`config.mk`:
```
export PLATFORM = sky130hd
export DESIGN_NAME = branch_hazard_ctrl
export DESIGN_NICKNAME = d
export VERILOG_FILES = /design/src/rtl/bhc_pkg.sv /design/src/rtl/bhc_predict.sv /design/src/rtl/bhc_resolve.sv /design/src/rtl/bhc_counter.sv /design/src/rtl/branch_hazard_ctrl.sv
export SDC_FILE = /design/constraint.sdc
export NUM_CORES = 1
export LEC_CHECK = 0
export ABC_AREA = 1
export BUFFER_PORTS_ARGS = -buffer_cell sky130_fd_sc_hd__buf_2
export CORE_MARGIN = 8
export CORE_UTILIZATION = 35
export CTS_BUF_LIST = sky130_fd_sc_hd__clkbuf_8 sky130_fd_sc_hd__clkbuf_16
export DETAILED_ROUTE_END_ITERATION = 6
export GPL_ROUTABILITY_DRIVEN = 0
export PLACE_DENSITY = 0.67
export SLEW_MARGIN = 5
export SYNTH_ARGS = -nofsm -noshare
export SYNTH_HDL_FRONTEND = slang
export SYNTH_SLANG_ARGS = --single-unit
```
`constraint.sdc`:
```
create_clock -name clk -period 4.56 [get_ports clk]
set_clock_uncertainty 0.05 [all_clocks]
set_input_delay 1.14 -clock clk [delete_from_list [all_inputs] [get_ports clk]]
set_output_delay 1.14 -clock clk [all_outputs]
set_load 0.05 [all_outputs]
```
`src/rtl/bhc_pkg.sv`:
```
package bhc_pkg;
    typedef enum logic [1:0] {
        PC_SEQ  = 2'd0,
        PC_PRED = 2'd1,
        PC_FIX  = 2'd2
    } pc_sel_e;

    localparam int NUM_STAGES = 5;

    typedef struct packed {
        logic sqz_d;
        logic sqz_x;
        logic sqz_m;
        logic sqz_w;
        logic pred_x;
    } bhc_state_t;
endpackage

```
`src/rtl/bhc_predict.sv`:
```
module bhc_predict #(
    parameter bit STATIC_DIR = 1'b0
) (
    input  logic backward,
    output logic pred_taken
);
    // static policy: backward predicted taken, forward not taken
    always_comb pred_taken = STATIC_DIR && backward;
endmodule

```
`src/rtl/bhc_resolve.sv`:
```
module bhc_resolve #(
    parameter int DATA_W = 32
) (
    input  logic              live,
    input  logic              pred,
    input  logic [DATA_W-1:0] opa,
    input  logic [DATA_W-1:0] opb,
    output logic              taken,
    output logic              mispred
);
    logic equal;
    always_comb begin
        equal   = (opa == opb);
        taken   = live && equal;
        mispred = live && (equal != pred);
    end
endmodule

```
`src/rtl/bhc_counter.sv`:
```
module bhc_counter #(
    parameter int W = 16
) (
    input  logic         clk,
    input  logic         rst_n,
    input  logic [1:0]   inc,
    output logic [W-1:0] cnt
);
    logic [W-1:0] cnt_d, cnt_q;

    always_comb cnt_d = cnt_q + W'(inc);

    always_ff @(posedge clk) begin
        if (!rst_n) cnt_q <= '0;
        else        cnt_q <= cnt_d;
    end

    assign cnt = cnt_q;
endmodule

```
`src/rtl/branch_hazard_ctrl.sv`:
```
module branch_hazard_ctrl
    import bhc_pkg::*;
#(
    parameter int ADDR_W        = 32,
    parameter int DATA_W        = 32,
    parameter int CNT_W         = 16,
    parameter bit EARLY_RESOLVE = 1'b0,
    parameter bit STATIC_DIR    = 1'b0,
    parameter bit DELAY_SLOT    = 1'b0
) (
    input  logic              clk,
    input  logic              rst_n,
    input  logic              f_valid,
    input  logic              d_valid,
    input  logic              d_branch,
    input  logic              d_backward,
    input  logic [ADDR_W-1:0] d_target,
    input  logic              x_valid,
    input  logic              x_branch,
    input  logic [DATA_W-1:0] cmp_a,
    input  logic [DATA_W-1:0] cmp_b,
    input  logic [ADDR_W-1:0] res_target,
    input  logic [ADDR_W-1:0] res_fallthru,
    output logic [1:0]        pc_sel,
    output logic [ADDR_W-1:0] redirect_pc,
    output logic [NUM_STAGES-1:0] kill,
    output logic [CNT_W-1:0]  cnt_resolved,
    output logic [CNT_W-1:0]  cnt_mispredict,
    output logic [CNT_W-1:0]  cnt_squashed
);
    localparam int NUM_CNT = 3;

    bhc_state_t st_d, st_q;

    logic d_live, x_live, res_live, res_pred, d_pred;
    logic res_taken, res_mis;
    logic fix, pred_go, kill_f, kill_d;
    logic [1:0] inc_vec [NUM_CNT];
    logic [CNT_W-1:0] cnt_vec [NUM_CNT];

    bhc_predict #(.STATIC_DIR(STATIC_DIR)) u_pred (
        .backward   (d_backward),
        .pred_taken (d_pred)
    );

    // live branches and choice of resolving stage
    always_comb begin
        d_live   = d_valid && d_branch && !st_q.sqz_d;
        x_live   = x_valid && x_branch && !st_q.sqz_x;
        res_live = EARLY_RESOLVE ? d_live : x_live;
        res_pred = EARLY_RESOLVE ? d_pred : st_q.pred_x;
    end

    bhc_resolve #(.DATA_W(DATA_W)) u_res (
        .live    (res_live),
        .pred    (res_pred),
        .opa     (cmp_a),
        .opb     (cmp_b),
        .taken   (res_taken),
        .mispred (res_mis)
    );

    always_comb begin
        st_d = st_q;
        // early resolve: fetch is always sequential, so any taken branch redirects
        fix     = EARLY_RESOLVE ? res_taken : res_mis;
        pred_go = !EARLY_RESOLVE && !fix && d_live && d_pred;

        if (fix)           kill_f = !(EARLY_RESOLVE && DELAY_SLOT);
        else               kill_f = pred_go && !DELAY_SLOT;
        kill_d = fix && !EARLY_RESOLVE && !DELAY_SLOT;

        if (fix) begin
            pc_sel      = PC_FIX;
            redirect_pc = (cmp_a == cmp_b) ? res_target : res_fallthru;
        end else if (pred_go) begin
            pc_sel      = PC_PRED;
            redirect_pc = d_target;
        end else begin
            pc_sel      = PC_SEQ;
            redirect_pc = res_fallthru;
        end

        // wrong-path marks move down with their instructions
        st_d.sqz_d  = kill_f;
        st_d.sqz_x  = st_q.sqz_d || kill_d;
        st_d.sqz_m  = st_q.sqz_x;
        st_d.sqz_w  = st_q.sqz_m;
        st_d.pred_x = pred_go;

        kill = {st_q.sqz_w, st_q.sqz_m, st_q.sqz_x, st_q.sqz_d || kill_d, kill_f};

        inc_vec[0] = {1'b0, res_live};
        inc_vec[1] = {1'b0, res_mis};
        inc_vec[2] = {1'b0, kill_f && f_valid}
                   + {1'b0, kill_d && d_valid && !st_q.sqz_d};
    end

    always_ff @(posedge clk) begin
        if (!rst_n) st_q <= '0;
        else        st_q <= st_d;
    end

    for (genvar i = 0; i < NUM_CNT; i++) begin : g_cnt
        bhc_counter #(.W(CNT_W)) u_cnt (
            .clk   (clk),
            .rst_n (rst_n),
            .inc   (inc_vec[i]),
            .cnt   (cnt_vec[i])
        );
    end

    assign cnt_resolved   = cnt_vec[0];
    assign cnt_mispredict = cnt_vec[1];
    assign cnt_squashed   = cnt_vec[2];
endmodule

```
## Word level (Yosys, flattened, before mapping)

Index checks and enable logic that the tools add are counted.

| word-level totals | value |
|---|---|
| bits in registers | 52 |
| bits of input ports | 168 |
| output and inout port bits | 87 |
| logic and storage cells | 26 |

| operators by class | value |
|---|---|
| $add $sub $neg | 4 |
| eq/ne operators | 2 |
| mux-type cells | 4 |
| reduce and logical (&&, ||, !) cells | 9 |

Operator list:

| cell | number |
|---|---|
| 32-bit 2-to-1 mux | 2 |
| 16-bit by 1-bit adder with 16-bit output | 2 |
| 32-bit == test | 1 |
| 16-bit by 2-bit adder with 16-bit output | 1 |
| 1-bit logical AND | 6 |
| 1-bit by 1-bit adder with 2-bit output | 1 |
| 1-bit logical NOT | 2 |
| 2-bit 2-to-1 mux | 1 |
| 1-bit logical OR | 1 |
| 1-bit 2-to-1 mux | 1 |
| 1-bit != test, second input constant | 1 |

## Longest topological paths before layout

Gate-level depths: netlist (run 1).

| depth | value |
|---|---|
| depth in word-level cells | 7 |
| mapped depth | 20 |

## By module

Synthesis (run 1) repeated with hierarchy kept, for this count alone.

| second synthesis, totals | value |
|---|---|
| cell total of the unflattened synthesis | 847 |
| area, all modules | 4,958.5 µm² |

By module, submodules not included:

| module | times used | cells an instance | area an instance (µm²) | sequential area each (µm²) |
|---|---|---|---|---|
| branch_hazard_ctrl | 1 | 383 | 1,928.1 | 100.1 |
| bhc_counter at g_cnt[0].u_cnt ... | 2 | 115 | 829.5 | 320.3 |
| bhc_counter at g_cnt[1].u_cnt | 1 | 121 | 827.0 | 320.3 |
| bhc_resolve | 1 | 111 | 533.0 | 0.0 |
| bhc_predict | 1 | 2 | 11.3 | 0.0 |

## Worst setup path after synthesis (run 1)

OpenSTA, ideal clock, no wires.

| path | value |
|---|---|
| path type | input -> register |
| from | input x_valid |
| to | register g_cnt[2].u_cnt.cnt_q[12] |
| data arrival time | 3.432 ns |
| required time | 4.395 ns |
| path slack | 0.963 ns |
| cell stages on the path | 19 |
| buffers on the path | 1 |
| path through | nand2_1 > nor2_2 > nand2_1 > nor2_1 > nand2_1 > nor2_4 > nand4_4 > buf_2 > nor2_1 > fa_1 > ha_1 > nand2_1 > nor2_1 > nand2_1 > nor2_1 > nand2_1 > nor2_1 > a21oi_1 > o21a_1 |

| between the ends | value |
|---|---|
| word-level cells in the longest chain between the ends | 7 |
| elaborated cells between the ends (all ways) | 9 |

RTL lines:

| element | RTL line | text |
|---|---|---|
| start, declared | branch_hazard_ctrl.sv:18 | `input logic x_valid,` |
| 1-bit logical AND * (2 in series) | branch_hazard_ctrl.sv:49 | `x_live = x_valid && x_branch && !st_q.sqz_x;` |
| 1-bit logical AND * | bhc_resolve.sv:15 | `mispred = live && (equal != pred);` |
| 1-bit 2-to-1 mux / 1-bit logical AND (equally long branches) | branch_hazard_ctrl.sv:69, branch_hazard_ctrl.sv:96 |  |
| 1-bit logical AND, on equally long branches | branch_hazard_ctrl.sv:95, branch_hazard_ctrl.sv:96 |  |
| 1-bit by 1-bit adder with 2-bit output * | branch_hazard_ctrl.sv:96 | `+ {1'b0, kill_d && d_valid && !st_q.sqz_d};` |
| 16-bit by 2-bit adder with 16-bit output * | bhc_counter.sv:11 | `always_comb cnt_d = cnt_q + W'(inc);` |
| end signal, assigned | bhc_counter.sv:15 | `else cnt_q <= cnt_d;` |
| end, declared | bhc_counter.sv:9 | `logic [W-1:0] cnt_d, cnt_q;` |

Mark *: on every way between the ends. The rest lies on a longest branch, timed or not.
A chain may end at the register's enable or synchronous reset.

## Final worst setup path (run 1)

| path | value |
|---|---|
| from | input cmp_b[4] |
| to | output redirect_pc[27] |

| between the ends | value |
|---|---|
| word-level cells in the longest chain between the ends | 4 |
| elaborated cells between the ends (all ways) | 5 |

RTL lines:

| element | RTL line | text |
|---|---|---|
| start, declared | branch_hazard_ctrl.sv:21 | `input logic [DATA_W-1:0] cmp_b,` |
| 32-bit == test * | bhc_resolve.sv:13, branch_hazard_ctrl.sv:75 |  |
| 1-bit != test | bhc_resolve.sv:15 |  |
| 1-bit logical AND | bhc_resolve.sv:15 |  |
| 32-bit 2-to-1 mux * | branch_hazard_ctrl.sv:73 | `if (fix) begin` |
| end, declared | branch_hazard_ctrl.sv:25 | `output logic [ADDR_W-1:0] redirect_pc,` |

Marked as above.

==> impl_metrics.prom, run 1 <==
# TYPE chip_impl_metric gauge
chip_impl_info{name="run_status",value="completed"} 1
chip_impl_metric{name="cp.arrival",unit="ns"} 2.93
chip_impl_metric{name="route.vias.total",unit=""} 4248
chip_impl_info{name="timing.hold.worst.start",value="kill[3]$_SDFF_PN0_"} 1
chip_impl_metric{name="swShare",unit=""} 0.306
chip_impl_metric{name="fin_crit",unit="ns"} 4.12
chip_impl_metric{name="setup_tns",unit="ns"} 0
chip_impl_metric{name="path_max_fanout",unit=""} 17
chip_impl_metric{name="gate_power_share",unit=""} 0.243
chip_impl_metric{name="port-buffer-count",unit=""} 219
chip_impl_metric{name="timing.slew.headroom",unit=""} 0.579
chip_impl_metric{name="finalNetCount",unit=""} 975
chip_impl_metric{name="cap_viol_max_count",unit=""} 0
chip_impl_metric{name="netlist.area_leader.share",unit=""} 0.296
chip_impl_metric{name="cts_buffer_depth",unit=""} 2
chip_impl_metric{name="pin_count_of_the_biggest_net_entering_global_routing",unit=""} 35
chip_impl_metric{name="floorplan.initialDensity",unit=""} 0.360
chip_impl_metric{name="synthArstFlopShare",unit=""} 0
chip_impl_metric{name="drt-total-wl",unit="um"} 12100
chip_impl_info{name="critical_path.startpoint_type",value="input port"} 1
chip_impl_metric{name="clock_tree.htree_level_count",unit=""} 2
chip_impl_metric{name="yosys_register_bits",unit=""} 52
chip_impl_metric{name="clk_pin_slew_worst_paths",unit="ns"} 0.09
chip_impl_metric{name="postCtsSetupBuffers",unit=""} 0
chip_impl_metric{name="die_h",unit="um"} 116
chip_impl_info{name="cp-startpoint",value="cmp_b[4]"} 1
chip_impl_metric{name="achievable-frequency",unit="MHz"} 243
chip_impl_metric{name="power-per-cell-area",unit="nW/um^2"} 199
chip_impl_metric{name="drt_first_pass_iters",unit=""} 4
chip_impl_metric{name="ys_seq_area_frac",unit=""} 0.296
chip_impl_metric{name="areaGrowthSynthToFinish",unit="%"} 35.9
chip_impl_info{name="cells_taking_the_most_area_after_synthesis",value="dfxtp_1, nand2_1, inv_1, nor2_1, nand3_1"} 1
chip_impl_metric{name="worstPathRequired",unit="ns"} 3.37
chip_impl_metric{name="synthCells",unit=""} 591
chip_impl_metric{name="io_pins",unit=""} 255
chip_impl_metric{name="sequential_share_of_power",unit=""} 0.478
chip_impl_metric{name="dr.first_iter.drc_count",unit=""} 211
chip_impl_metric{name="post-route-cell-area",unit="um^2"} 4780
chip_impl_metric{name="gates_resized_cts_repair",unit=""} 0
chip_impl_metric{name="grt_antenna_before_repair",unit=""} 1
chip_impl_metric{name="row_count",unit=""} 36
chip_impl_metric{name="dp.final_hpwl",unit="um"} 10300
chip_impl_info{name="tritoncts",value="built"} 1
chip_impl_metric{name="post-route-util",unit=""} 0.489
chip_impl_metric{name="gr-usage-all-layers",unit=""} 0.170
chip_impl_metric{name="cell_area_synth",unit="um^2"} 3520
chip_impl_metric{name="hold_buffers",unit=""} 0
chip_impl_info{name="timing.critical_path.to_type",value="primary output"} 1
chip_impl_metric{name="post_detailed_route_wirelength_per_cell",unit="um"} 12.9
chip_impl_metric{name="cts_num_sinks",unit=""} 52
chip_impl_info{name="crit-reg2reg-launch",value="kill[2]$_SDFF_PN0_"} 1
chip_impl_info{name="hold_path.class",value="reg -> reg"} 1
chip_impl_metric{name="internal_power",unit="W"} 0.000662
chip_impl_metric{name="clock_network_fraction_of_design_power",unit=""} 0.279
chip_impl_info{name="clk_root_buffer_cell",value="clkbuf_8"} 1
chip_impl_metric{name="chipWidth",unit="um"} 116
chip_impl_metric{name="design.die.area",unit="um^2"} 13500
chip_impl_metric{name="max-vdd-ir-drop",unit="uV"} 107
chip_impl_metric{name="synth_warnings",unit=""} 0
chip_impl_metric{name="setup_violations",unit=""} 0
chip_impl_metric{name="worst_skew_pair.late_latency",unit="ns"} 0.30
chip_impl_metric{name="synth_fp_nets",unit=""} 765
chip_impl_metric{name="synth.lib_cells_used.distinct",unit=""} 31
chip_impl_info{name="synth_ff_type",value="dfxtp_1"} 1
chip_impl_metric{name="slew_viol_final",unit=""} 0
chip_impl_metric{name="avg_cell_area_syn",unit="um^2"} 5.95
chip_impl_metric{name="worst_slew_pin_tran",unit="ns"} 0.628
chip_impl_metric{name="overflow",unit=""} 0
chip_impl_metric{name="p_leak",unit="nW"} 2.78
chip_impl_metric{name="core_area",unit="um^2"} 9770
chip_impl_metric{name="via_count_of_the_first_global_routing_pass",unit=""} 4147
chip_impl_metric{name="postPlaceCellArea",unit="um^2"} 4680
chip_impl_info{name="timing_worst_setup_path_type",value="in -> out"} 1
chip_impl_info{name="rsz0062_at_grt",value="no"} 1
chip_impl_info{name="post-synth-top-area-cell",value="dfxtp_1"} 1
chip_impl_metric{name="synth_edf_count",unit=""} 0
chip_impl_metric{name="cts_made_buffers",unit=""} 5
chip_impl_metric{name="share_of_layout_cells_above_drive_strength_1",unit=""} 0.304
chip_impl_metric{name="detail_route.drc_violations",unit=""} 0
chip_impl_metric{name="power_switching",unit="W"} 0.000291
chip_impl_metric{name="layout_worst_path_cycle_share",unit=""} 0.903
chip_impl_metric{name="final-hold-violation-count",unit=""} 0
chip_impl_metric{name="grt_first_pass_wirelength",unit="um"} 18800
chip_impl_metric{name="ant_nets",unit=""} 0
chip_impl_metric{name="viasPerCell",unit=""} 4.53
## state kept, by name, indices dropped and copies added (netlist names)
signal	count
g_cnt.u_cnt.cnt	48
kill	3
st_q	1
## stage by stage
stage / std cells / hold slack, ns / setup slack, ns / power [W]
global placement: 927 / 0.391 / 0.473 / 0.000696
floorplan: 591 / 0.365 / 0.963 / 0.000603
CTS: 935 / 0.410 / 0.413 / 0.000964
global route: 936 / 0.426 / 0.244 / 0.00101
detailed placement: 927 / 0.397 / 0.421 / 0.000699
finish: 937 / 0.403 / 0.444 / 0.000953
## power by group through the flow
stage               clock network (W)  registers [W]  logic (W)
finish                       0.000266       0.000456   0.000231
global route                 0.000293       0.000456   0.000257
CTS                          0.000274       0.000456   0.000234
detailed placement                  0       0.000466   0.000233
global placement                    0       0.000466   0.000229
floorplan                           0       0.000470   0.000133
## worst max-delay path: stages
cell and delay [ns]:
buf_2 0.10, xnor2_1 0.27, nand2_1 0.11, nor2_2 0.20, inv_2 0.06, nor2_4 0.35
buf_4 0.23, nand3_1 0.10, nand2_1 0.08, buf_2 0.27
## final cells by class
type                    instances  area (um^2)
multi-input cells             439         2050
fillers                      1028         5000
inverters                      80          300
flip-flops and latches         52         1040
well taps                     133          166
repair buffers                223         1130
clock inverters                 2         10.0
clock buffers                   6         82.6
diodes                          2         5.00
## path summary, 6_finish.rpt
kind	depth (start not counted)	to	slack, ns
setup / recovery	10	redirect_pc[27]	0.44
hold reg to reg	2	kill[4]$_SDFF_PN0_	0.40
hold / removal	2	kill[4]$_SDFF_PN0_	0.40
setup reg to reg	17	g_cnt[2].u_cnt.cnt[12]$_SDFF_PN0_	1.63
## metal layers
layer,track usage,share of wire
met1,0.185,0.39
met2,0.299,0.48
met3,0.0610,0.10
met4,0.0570,0.022
met5,0,0
## cells in the mapped netlist, types with 4 or more instances
cell / count
a21oi_1: 28
buf_2: 6
buf_4: 6
clkbuf_1: 5
dfxtp_1: 52
ha_1: 5
inv_1: 77
nand2_1: 201
nand3_1: 51
nand4_1: 4
nor2_1: 77
nor2_2: 4
nor3_1: 6
o21a_1: 6
o21ai_0: 18
o21ai_1: 4
xnor2_1: 13
xor2_1: 8
## placed cells by master (no fill, tap or decap), types with 3 or more instances in the layout
cell type,count
xor2_1,8
buf_4,4
a21oi_1,28
inv_1,77
o21ai_0,18
clkbuf_8,6
o21a_1,6
o21ai_1,4
buf_2,219
ha_1,5
nand2_1,201
nand4_1,4
nor3_1,6
or2_2,3
nor2_2,4
xnor2_1,13
dfxtp_1,52
nand3_1,51
nor2_1,77
## logic make-up after synthesis
logic type,after synthesis,share of synthesized area
xor+xnor,21,0.0523
compound gates,59,0.0897
simple gates,352,0.416
other cells,1,0.00107
buf+inv,100,0.122
flops,52,0.296
fa+ha+maj,6,0.0235
No activity file was read; power rests on OpenSTA's default activity.
==> run 2, diff against run 1 <==
--- a/config.mk
+++ b/config.mk
@@ -5,14 +5,13 @@
 export SDC_FILE = /design/constraint.sdc
 export NUM_CORES = 1
 export LEC_CHECK = 0
-export ABC_AREA = 1
 export BUFFER_PORTS_ARGS = -buffer_cell sky130_fd_sc_hd__buf_2
 export CORE_MARGIN = 8
 export CORE_UTILIZATION = 35
 export CTS_BUF_LIST = sky130_fd_sc_hd__clkbuf_8 sky130_fd_sc_hd__clkbuf_16
 export DETAILED_ROUTE_END_ITERATION = 6
 export GPL_ROUTABILITY_DRIVEN = 0
-export PLACE_DENSITY = 0.67
+export PLACE_DENSITY = 0.7
 export SLEW_MARGIN = 5
 export SYNTH_ARGS = -nofsm -noshare
 export SYNTH_HDL_FRONTEND = slang
==> run 2 against run 1 <==
Net effect: worst hold slack better by 0.031 ns; largest cell class unchanged; clock power is essentially flat; utilization grew 1.0 points; maximum frequency decreased by 4.5%; non-clock buffer count shrank 1; total power down 5.2%; combinational power decreased by 21%; first-iteration DRC count fell by 67%.
==> impl_metrics.prom, run 2 <==
# TYPE chip_impl_metric gauge
chip_impl_info{name="synth_ff_type",value="dfxtp_1"} 1
chip_impl_metric{name="synth_warnings",unit=""} 0
chip_impl_info{name="timing_worst_setup_path_type",value="in -> out"} 1
chip_impl_metric{name="row_count",unit=""} 34
chip_impl_info{name="layout_commonest_cell",value="buf_2"} 1
chip_impl_metric{name="avg_cell_area_syn",unit="um^2"} 9.59
chip_impl_metric{name="path_max_fanout",unit=""} 24
chip_impl_metric{name="min_path_cells",unit=""} 1
chip_impl_metric{name="power-per-cell-area",unit="nW/um^2"} 212
chip_impl_info{name="timing.hold.worst.start",value="kill[3]$_SDFF_PN0_"} 1
chip_impl_metric{name="hold_buffers",unit=""} 0
chip_impl_metric{name="cts_made_buffers",unit=""} 5
chip_impl_metric{name="die_h",unit="um"} 109
chip_impl_metric{name="finalNetCount",unit=""} 702
chip_impl_metric{name="fin_crit",unit="ns"} 4.31
chip_impl_metric{name="drt-total-wl",unit="um"} 9590
chip_impl_metric{name="achievable-frequency",unit="MHz"} 232
chip_impl_info{name="rsz0062_at_grt",value="no"} 1
chip_impl_metric{name="max-vdd-ir-drop",unit="uV"} 118
chip_impl_metric{name="overflow",unit=""} 0
chip_impl_metric{name="final.fill_count",unit=""} 834
chip_impl_metric{name="cts_buffer_depth",unit=""} 2
chip_impl_metric{name="ant_nets",unit=""} 0
chip_impl_metric{name="setup_violations",unit=""} 0
chip_impl_metric{name="power",unit="W"} 0.000904
chip_impl_metric{name="cp_slowest_stage_delay",unit="ns"} 0.40
chip_impl_metric{name="chipWidth",unit="um"} 109
chip_impl_metric{name="design.die.area",unit="um^2"} 11800
chip_impl_metric{name="synthArstFlopShare",unit=""} 0
chip_impl_metric{name="setup_tns",unit="ns"} 0
chip_impl_info{name="mostFrequentLayoutCells",value="buf_2, dfxtp_1, and2_1, xor2_1, mux2_2"} 1
chip_impl_metric{name="share_of_layout_cells_above_drive_strength_1",unit=""} 0.491
chip_impl_metric{name="synth_edf_count",unit=""} 0
chip_impl_metric{name="largest_register_ffs",unit=""} 48
chip_impl_info{name="crit-reg2reg-capture",value="g_cnt[2].u_cnt.cnt[14]$_SDFF_PN0_"} 1
chip_impl_metric{name="io_pins",unit=""} 255
chip_impl_info{name="run_status",value="completed"} 1
chip_impl_metric{name="worstPathRequired",unit="ns"} 3.37
chip_impl_metric{name="slew_viol_final",unit=""} 0
chip_impl_metric{name="via_count_of_the_first_global_routing_pass",unit=""} 3068
chip_impl_metric{name="areaGrowthSynthToFinish",unit="%"} 41.7
chip_impl_info{name="clk_root_buffer_cell",value="clkbuf_8"} 1
chip_impl_metric{name="gr-usage-all-layers",unit=""} 0.148
chip_impl_info{name="crit-reg2reg-launch",value="kill[2]$_SDFF_PN0_"} 1
chip_impl_info{name="cells_taking_the_most_area_after_synthesis",value="dfxtp_1, xor2_1, mux2_2, and2_1, xnor2_1"} 1
chip_impl_metric{name="port-buffer-count",unit=""} 219
chip_impl_metric{name="timing.slew.headroom",unit=""} 0.526
chip_impl_info{name="crit_path_cell_trace",value="buf_2 > xor2_1 > nor4_1 > nand4_1 > nor3_4 > buf_12 > mux2_2 > buf_2"} 1
chip_impl_info{name="timing.critical_path.to_type",value="primary output"} 1
chip_impl_metric{name="cts_num_sinks",unit=""} 52
chip_impl_metric{name="cell_area_synth",unit="um^2"} 3010
chip_impl_metric{name="viasPerCell",unit=""} 4.62
chip_impl_info{name="critical_path.startpoint_type",value="input port"} 1
chip_impl_metric{name="dr.first_iter.drc_count",unit=""} 69
chip_impl_metric{name="postCtsSetupBuffers",unit=""} 0
chip_impl_info{name="hold_path.class",value="reg -> reg"} 1
chip_impl_metric{name="gates_resized_cts_repair",unit=""} 0
chip_impl_metric{name="cap_viol_max_count",unit=""} 0
chip_impl_metric{name="netlist.area_leader.share",unit=""} 0.346
chip_impl_info{name="synth.most_common_cell",value="dfxtp_1"} 1
chip_impl_metric{name="worst_skew_pair.late_latency",unit="ns"} 0.30
chip_impl_metric{name="clk_pin_slew_worst_paths",unit="ns"} 0.09
chip_impl_metric{name="grt_antenna_before_repair",unit=""} 0
chip_impl_metric{name="dp.final_hpwl",unit="um"} 8220
chip_impl_info{name="ys_top_cells_by_count",value="dfxtp_1, and2_1, xor2_1, mux2_2, xnor2_1"} 1
chip_impl_metric{name="synth_fp_nets",unit=""} 488
chip_impl_metric{name="r2r_cells",unit=""} 12
chip_impl_info{name="post-synth-top-area-cell",value="dfxtp_1"} 1
chip_impl_info{name="holdPathEnd",value="kill[4]$_SDFF_PN0_"} 1
chip_impl_metric{name="post-route-util",unit=""} 0.499
chip_impl_metric{name="post_detailed_route_wirelength_per_cell",unit="um"} 15.0
chip_impl_metric{name="floorplan.initialDensity",unit=""} 0.352
chip_impl_metric{name="core_area",unit="um^2"} 8550
chip_impl_metric{name="r2r_slack",unit="ns"} 1.64
chip_impl_info{name="crit_top_cell",value="buf_2"} 1
chip_impl_info{name="slowest_stage",value="nor4_1"} 1
chip_impl_metric{name="ys_seq_area_frac",unit=""} 0.346
chip_impl_metric{name="route.vias.total",unit=""} 2940
chip_impl_metric{name="worst_slew_pin_tran",unit="ns"} 0.710
chip_impl_metric{name="detail_route.drc_violations",unit=""} 0
chip_impl_metric{name="synth.lib_cells_used.distinct",unit=""} 30
chip_impl_metric{name="post-route-cell-area",unit="um^2"} 4270
chip_impl_metric{name="postPlaceCellArea",unit="um^2"} 4180
chip_impl_metric{name="drt_first_pass_iters",unit=""} 4
chip_impl_metric{name="pin_count_of_the_biggest_net_entering_global_routing",unit=""} 53
chip_impl_metric{name="layout_worst_path_cycle_share",unit=""} 0.946
chip_impl_metric{name="synthCells",unit=""} 314
chip_impl_metric{name="clock_tree.htree_level_count",unit=""} 2
chip_impl_metric{name="yosys_register_bits",unit=""} 52
chip_impl_metric{name="antennaDiodeCount",unit=""} 0
chip_impl_metric{name="p_leak",unit="nW"} 2.17
chip_impl_metric{name="grt_first_pass_wirelength",unit="um"} 14300
chip_impl_metric{name="cp.arrival",unit="ns"} 3.12
chip_impl_info{name="tritoncts",value="built"} 1
chip_impl_metric{name="final-hold-violation-count",unit=""} 0
run 2: layout make-up:
type | count | area, um^2 | area share
clock buffer | 5 | 68.8 | 0.0161
clock inverter | 3 | 21.3 | 0.00499
inverter | 4 | 15.0 | 0.00352
multi-input combinational | 243 | 1850 | 0.434
sequential | 52 | 1040 | 0.244
tap | 108 | 135 | 0.0317
timing repair buffer | 222 | 1130 | 0.265
run 2: per-layer routing:
layer	vias to the layer above	track usage	routed length (um)
li1	1490	-	-
met1	1327	0.162	3820
met2	114	0.270	4880
met3	9	0.0485	780
met4	0	0.0381	107
met5	-	0	0
run 2: worst max-delay path, delay by kind of cell:
family	cells	cell delay, ns
mux	1	0.37
simple gates	3	0.92
xor+xnor	1	0.15
buf+inv	3	0.53
run 2: kinds of logic after synthesis:
| kind of cell | count (synthesis) | synth area share |
|---|---|---|
| adders and majority gates | 6 | 0.0274 |
| DFF | 52 | 0.346 |
| and+or+nand+nor | 123 | 0.242 |
| xor gates and xnor gates | 68 | 0.198 |
| buffers and inverters | 19 | 0.0386 |
| other | 1 | 0.00125 |
| muxes | 32 | 0.120 |
| AOI/OAI and AO/OA | 13 | 0.0274 |
run 2: worst max path at each step:
stage / startpoint / to
2_1_floorplan: cmp_b[30] / redirect_pc[23]
3_3_place_gp: cmp_b[30] / redirect_pc[26]
3_5_place_dp: cmp_b[30] / redirect_pc[21]
4_1_cts: cmp_b[30] / redirect_pc[3]
5_1_grt: cmp_b[30] / redirect_pc[21]
6_report: cmp_b[30] / redirect_pc[3]
run 2: metrics by stage:
stage / hold WS [ns] / std cells / worst slack [ns]
floorplan: 0.386 / 314 / 0.587
global placement: 0.395 / 629 / 0.248
detailed placement: 0.414 / 629 / 0.210
CTS: 0.438 / 637 / 0.204
global route: 0.453 / 637 / 0.166
finish: 0.434 / 637 / 0.248
run 2: power breakdown:
part / internal (W) / switching, W / total (W)
Sequential: 0.000455 / 0.000000946 / 0.000456
Combinational: 0.0000759 / 0.000106 / 0.000182
Clock: 0.000109 / 0.000157 / 0.000266
==> run 3, diff against run 2 <==
--- a/config.mk
+++ b/config.mk
@@ -11,8 +11,9 @@
 export CTS_BUF_LIST = sky130_fd_sc_hd__clkbuf_8 sky130_fd_sc_hd__clkbuf_16
 export DETAILED_ROUTE_END_ITERATION = 6
 export GPL_ROUTABILITY_DRIVEN = 0
-export PLACE_DENSITY = 0.7
+export PLACE_DENSITY = 0.63
 export SLEW_MARGIN = 5
 export SYNTH_ARGS = -nofsm -noshare
 export SYNTH_HDL_FRONTEND = slang
+export SYNTH_HIERARCHICAL = 1
 export SYNTH_SLANG_ARGS = --single-unit
==> run 3 against run 2 <==
Net effect: synthesized cell count rose by 65%; wire length rose by 71%; via count rose by 69%; sequential power rose by 4.4%; maximum frequency fell by 3.8%; worst hold slack got worse by 0.014 ns; total power rose by 38%; clock power rose by 43%; count of clock-buffer cells in the layout did not move; largest power group unchanged.
==> impl_metrics.prom, run 3 <==
# TYPE chip_impl_metric gauge
chip_impl_info{name="run_status",value="completed"} 1
chip_impl_metric{name="cts_made_buffers",unit=""} 5
chip_impl_metric{name="cts_num_sinks",unit=""} 53
chip_impl_info{name="hold_path.class",value="reg -> reg"} 1
chip_impl_metric{name="floorplan.initialDensity",unit=""} 0.359
chip_impl_metric{name="cts_buffer_depth",unit=""} 2
chip_impl_metric{name="via_count_of_the_first_global_routing_pass",unit=""} 5162
chip_impl_metric{name="detail_route.drc_violations",unit=""} 0
chip_impl_info{name="mostFrequentLayoutCells",value="buf_2, xor2_1, dfxtp_1, nand4_1, nor2_1"} 1
chip_impl_metric{name="cp.arrival",unit="ns"} 3.29
chip_impl_metric{name="cell_area_synth",unit="um^2"} 4330
chip_impl_metric{name="r2r_slack",unit="ns"} 1.53
chip_impl_metric{name="worst_skew_pair.late_latency",unit="ns"} 0.29
chip_impl_metric{name="timing.slew.headroom",unit=""} 0.149
chip_impl_metric{name="die_h",unit="um"} 127
chip_impl_info{name="timing.critical_path.to_type",value="primary output"} 1
chip_impl_metric{name="pin_count_of_the_biggest_net_entering_global_routing",unit=""} 37
chip_impl_metric{name="grt_antenna_before_repair",unit=""} 1
chip_impl_metric{name="power",unit="W"} 0.00125
chip_impl_metric{name="post-route-cell-area",unit="um^2"} 6060
chip_impl_metric{name="path_max_fanout",unit=""} 21
chip_impl_metric{name="min_path_cells",unit=""} 1
chip_impl_info{name="clk_root_buffer_cell",value="clkbuf_16"} 1
chip_impl_metric{name="clock_tree.htree_level_count",unit=""} 2
chip_impl_metric{name="r2r_cells",unit=""} 15
chip_impl_info{name="tritoncts",value="built"} 1
chip_impl_metric{name="power-per-cell-area",unit="nW/um^2"} 206
chip_impl_metric{name="worstPathRequired",unit="ns"} 3.37
chip_impl_info{name="critical_path.startpoint_type",value="input port"} 1
chip_impl_info{name="crit-reg2reg-capture",value="g_cnt[2].u_cnt/cnt[14]$_SDFF_PN0_"} 1
chip_impl_metric{name="design.die.area",unit="um^2"} 16200
chip_impl_metric{name="achievable-frequency",unit="MHz"} 223
chip_impl_metric{name="final.fill_count",unit=""} 1187
chip_impl_metric{name="final-hold-violation-count",unit=""} 0
chip_impl_metric{name="port-buffer-count",unit=""} 252
chip_impl_metric{name="areaGrowthSynthToFinish",unit="%"} 40.0
chip_impl_metric{name="worst_slew_pin_tran",unit="ns"} 1.27
chip_impl_metric{name="slew_viol_final",unit=""} 0
chip_impl_metric{name="grt_first_pass_wirelength",unit="um"} 25700
chip_impl_metric{name="max-vdd-ir-drop",unit="uV"} 137
chip_impl_metric{name="p_leak",unit="nW"} 2.86
chip_impl_metric{name="viasPerCell",unit=""} 5.32
chip_impl_metric{name="route.vias.total",unit=""} 4963
chip_impl_metric{name="post_detailed_route_wirelength_per_cell",unit="um"} 17.5
chip_impl_metric{name="layout_worst_path_cycle_share",unit=""} 0.983
chip_impl_metric{name="synthCells",unit=""} 518
chip_impl_metric{name="drt_first_pass_iters",unit=""} 4
chip_impl_metric{name="drt-total-wl",unit="um"} 16400
chip_impl_metric{name="io_pins",unit=""} 255
chip_impl_metric{name="row_count",unit=""} 40
chip_impl_metric{name="cap_viol_max_count",unit=""} 0
chip_impl_metric{name="setup_violations",unit=""} 0
chip_impl_metric{name="ant_nets",unit=""} 0
chip_impl_metric{name="postPlaceCellArea",unit="um^2"} 5790
chip_impl_metric{name="synth_warnings",unit=""} 6
chip_impl_metric{name="avg_cell_area_syn",unit="um^2"} 8.36
chip_impl_metric{name="fin_crit",unit="ns"} 4.48
chip_impl_metric{name="dr.first_iter.drc_count",unit=""} 386
chip_impl_metric{name="gr-usage-all-layers",unit=""} 0.192
chip_impl_metric{name="core_area",unit="um^2"} 12100
chip_impl_metric{name="hold_buffers",unit=""} 0
chip_impl_metric{name="clk_pin_slew_worst_paths",unit="ns"} 0.08
chip_impl_info{name="timing.hold.worst.start",value="kill[3]$_SDFF_PN0_"} 1
chip_impl_metric{name="setup_tns",unit="ns"} 0
chip_impl_metric{name="largest_register_ffs",unit=""} 48
chip_impl_metric{name="share_of_layout_cells_above_drive_strength_1",unit=""} 0.427
chip_impl_info{name="timing_worst_setup_path_type",value="in -> out"} 1
chip_impl_metric{name="chipWidth",unit="um"} 127
chip_impl_metric{name="overflow",unit=""} 0
chip_impl_metric{name="finalNetCount",unit=""} 941
chip_impl_info{name="layout_commonest_cell",value="buf_2"} 1
chip_impl_metric{name="dp.final_hpwl",unit="um"} 13600
chip_impl_info{name="holdPathEnd",value="kill[4]$_SDFF_PN0_"} 1
chip_impl_info{name="crit-reg2reg-launch",value="kill[2]$_SDFF_PN0_"} 1
==> run 3: cell count changes in the layout (fill, tap and decap cells not counted), sizes merged, moves of 32 or more <==
cell and change:
xor2 +41, nand4 +42, nor2 +41, buf +51
mux2 -32, and2 -38
==> run 3: worst max-delay path by stage <==
stage | startpoint | endpoint | slack, ns | cells after the start
4_1_cts | cmp_b[8] | redirect_pc[31] | 0.009 | 10
5_1_grt | cmp_b[23] | redirect_pc[27] | -0.003 | 11
3_3_place_gp | cmp_b[8] | redirect_pc[31] | -0.03 | 10
6_report | cmp_b[8] | redirect_pc[11] | 0.08 | 11
2_1_floorplan | cmp_b[22] | redirect_pc[31] | 0.10 | 8
3_5_place_dp | cmp_b[8] | redirect_pc[11] | -0.04 | 11
==> run 3: final cells by class <==
class	count	area, um^2	share of cell area
Clock buffer	5	125	0.0206
Multi-Input combinational cell	416	3030	0.500
Clock inverter	3	25.0	0.00413
Tap cell	168	210	0.0347
Sequential cell	53	1060	0.175
Inverter	14	52.6	0.00867
Antenna cell	1	2.50	0.000413
Timing Repair Buffer	273	1560	0.257
==> run 3: per-layer routing <==
layer  GRT usage  vias up  share of wire
li1            -     2385              -
met1       0.208     2332           0.39
met2       0.347      206           0.51
met3      0.0524       40          0.071
met4      0.0742        0          0.032
met5           0        -              0
==> run 3: worst max-delay path, cell delays in order <==
cell and delay [ns]:
buf_2 0.12, xor2_1 0.18, nor4_1 0.32, nand4_1 0.21
nor2_4 0.19, mux2i_4 0.33, buf_6 0.19, buf_12 0.17
nand4_1 0.10, nand3_1 0.11, buf_4 0.21
==> run 3: repair_timing <==
action                     in CTS  in global routing
setup endpoints to repair      29                 32
resized for setup              26                 11
pin swaps                       0                  3
setup buffers                   0                  1
==> run 3: power breakdown <==
group	internal, W	total (W)	leakage, nW	switching [W]
Sequential	0.000469	0.000476	0.428	0.00000668
Combinational	0.000143	0.000394	2.36	0.000251
Clock	0.000207	0.000381	0.0704	0.000175
==> run 3: through the flow <==
stage          utilization  hold slack (ns)  worst slack, ns  instances
2_1_floorplan            -            0.386            0.104        521
3_3_place_gp         0.480            0.389          -0.0273        923
3_5_place_dp         0.480            0.396          -0.0438        923
4_1_cts              0.499            0.426          0.00873        931
5_1_grt              0.503            0.455         -0.00277        933
6_report             0.503            0.420           0.0782        933
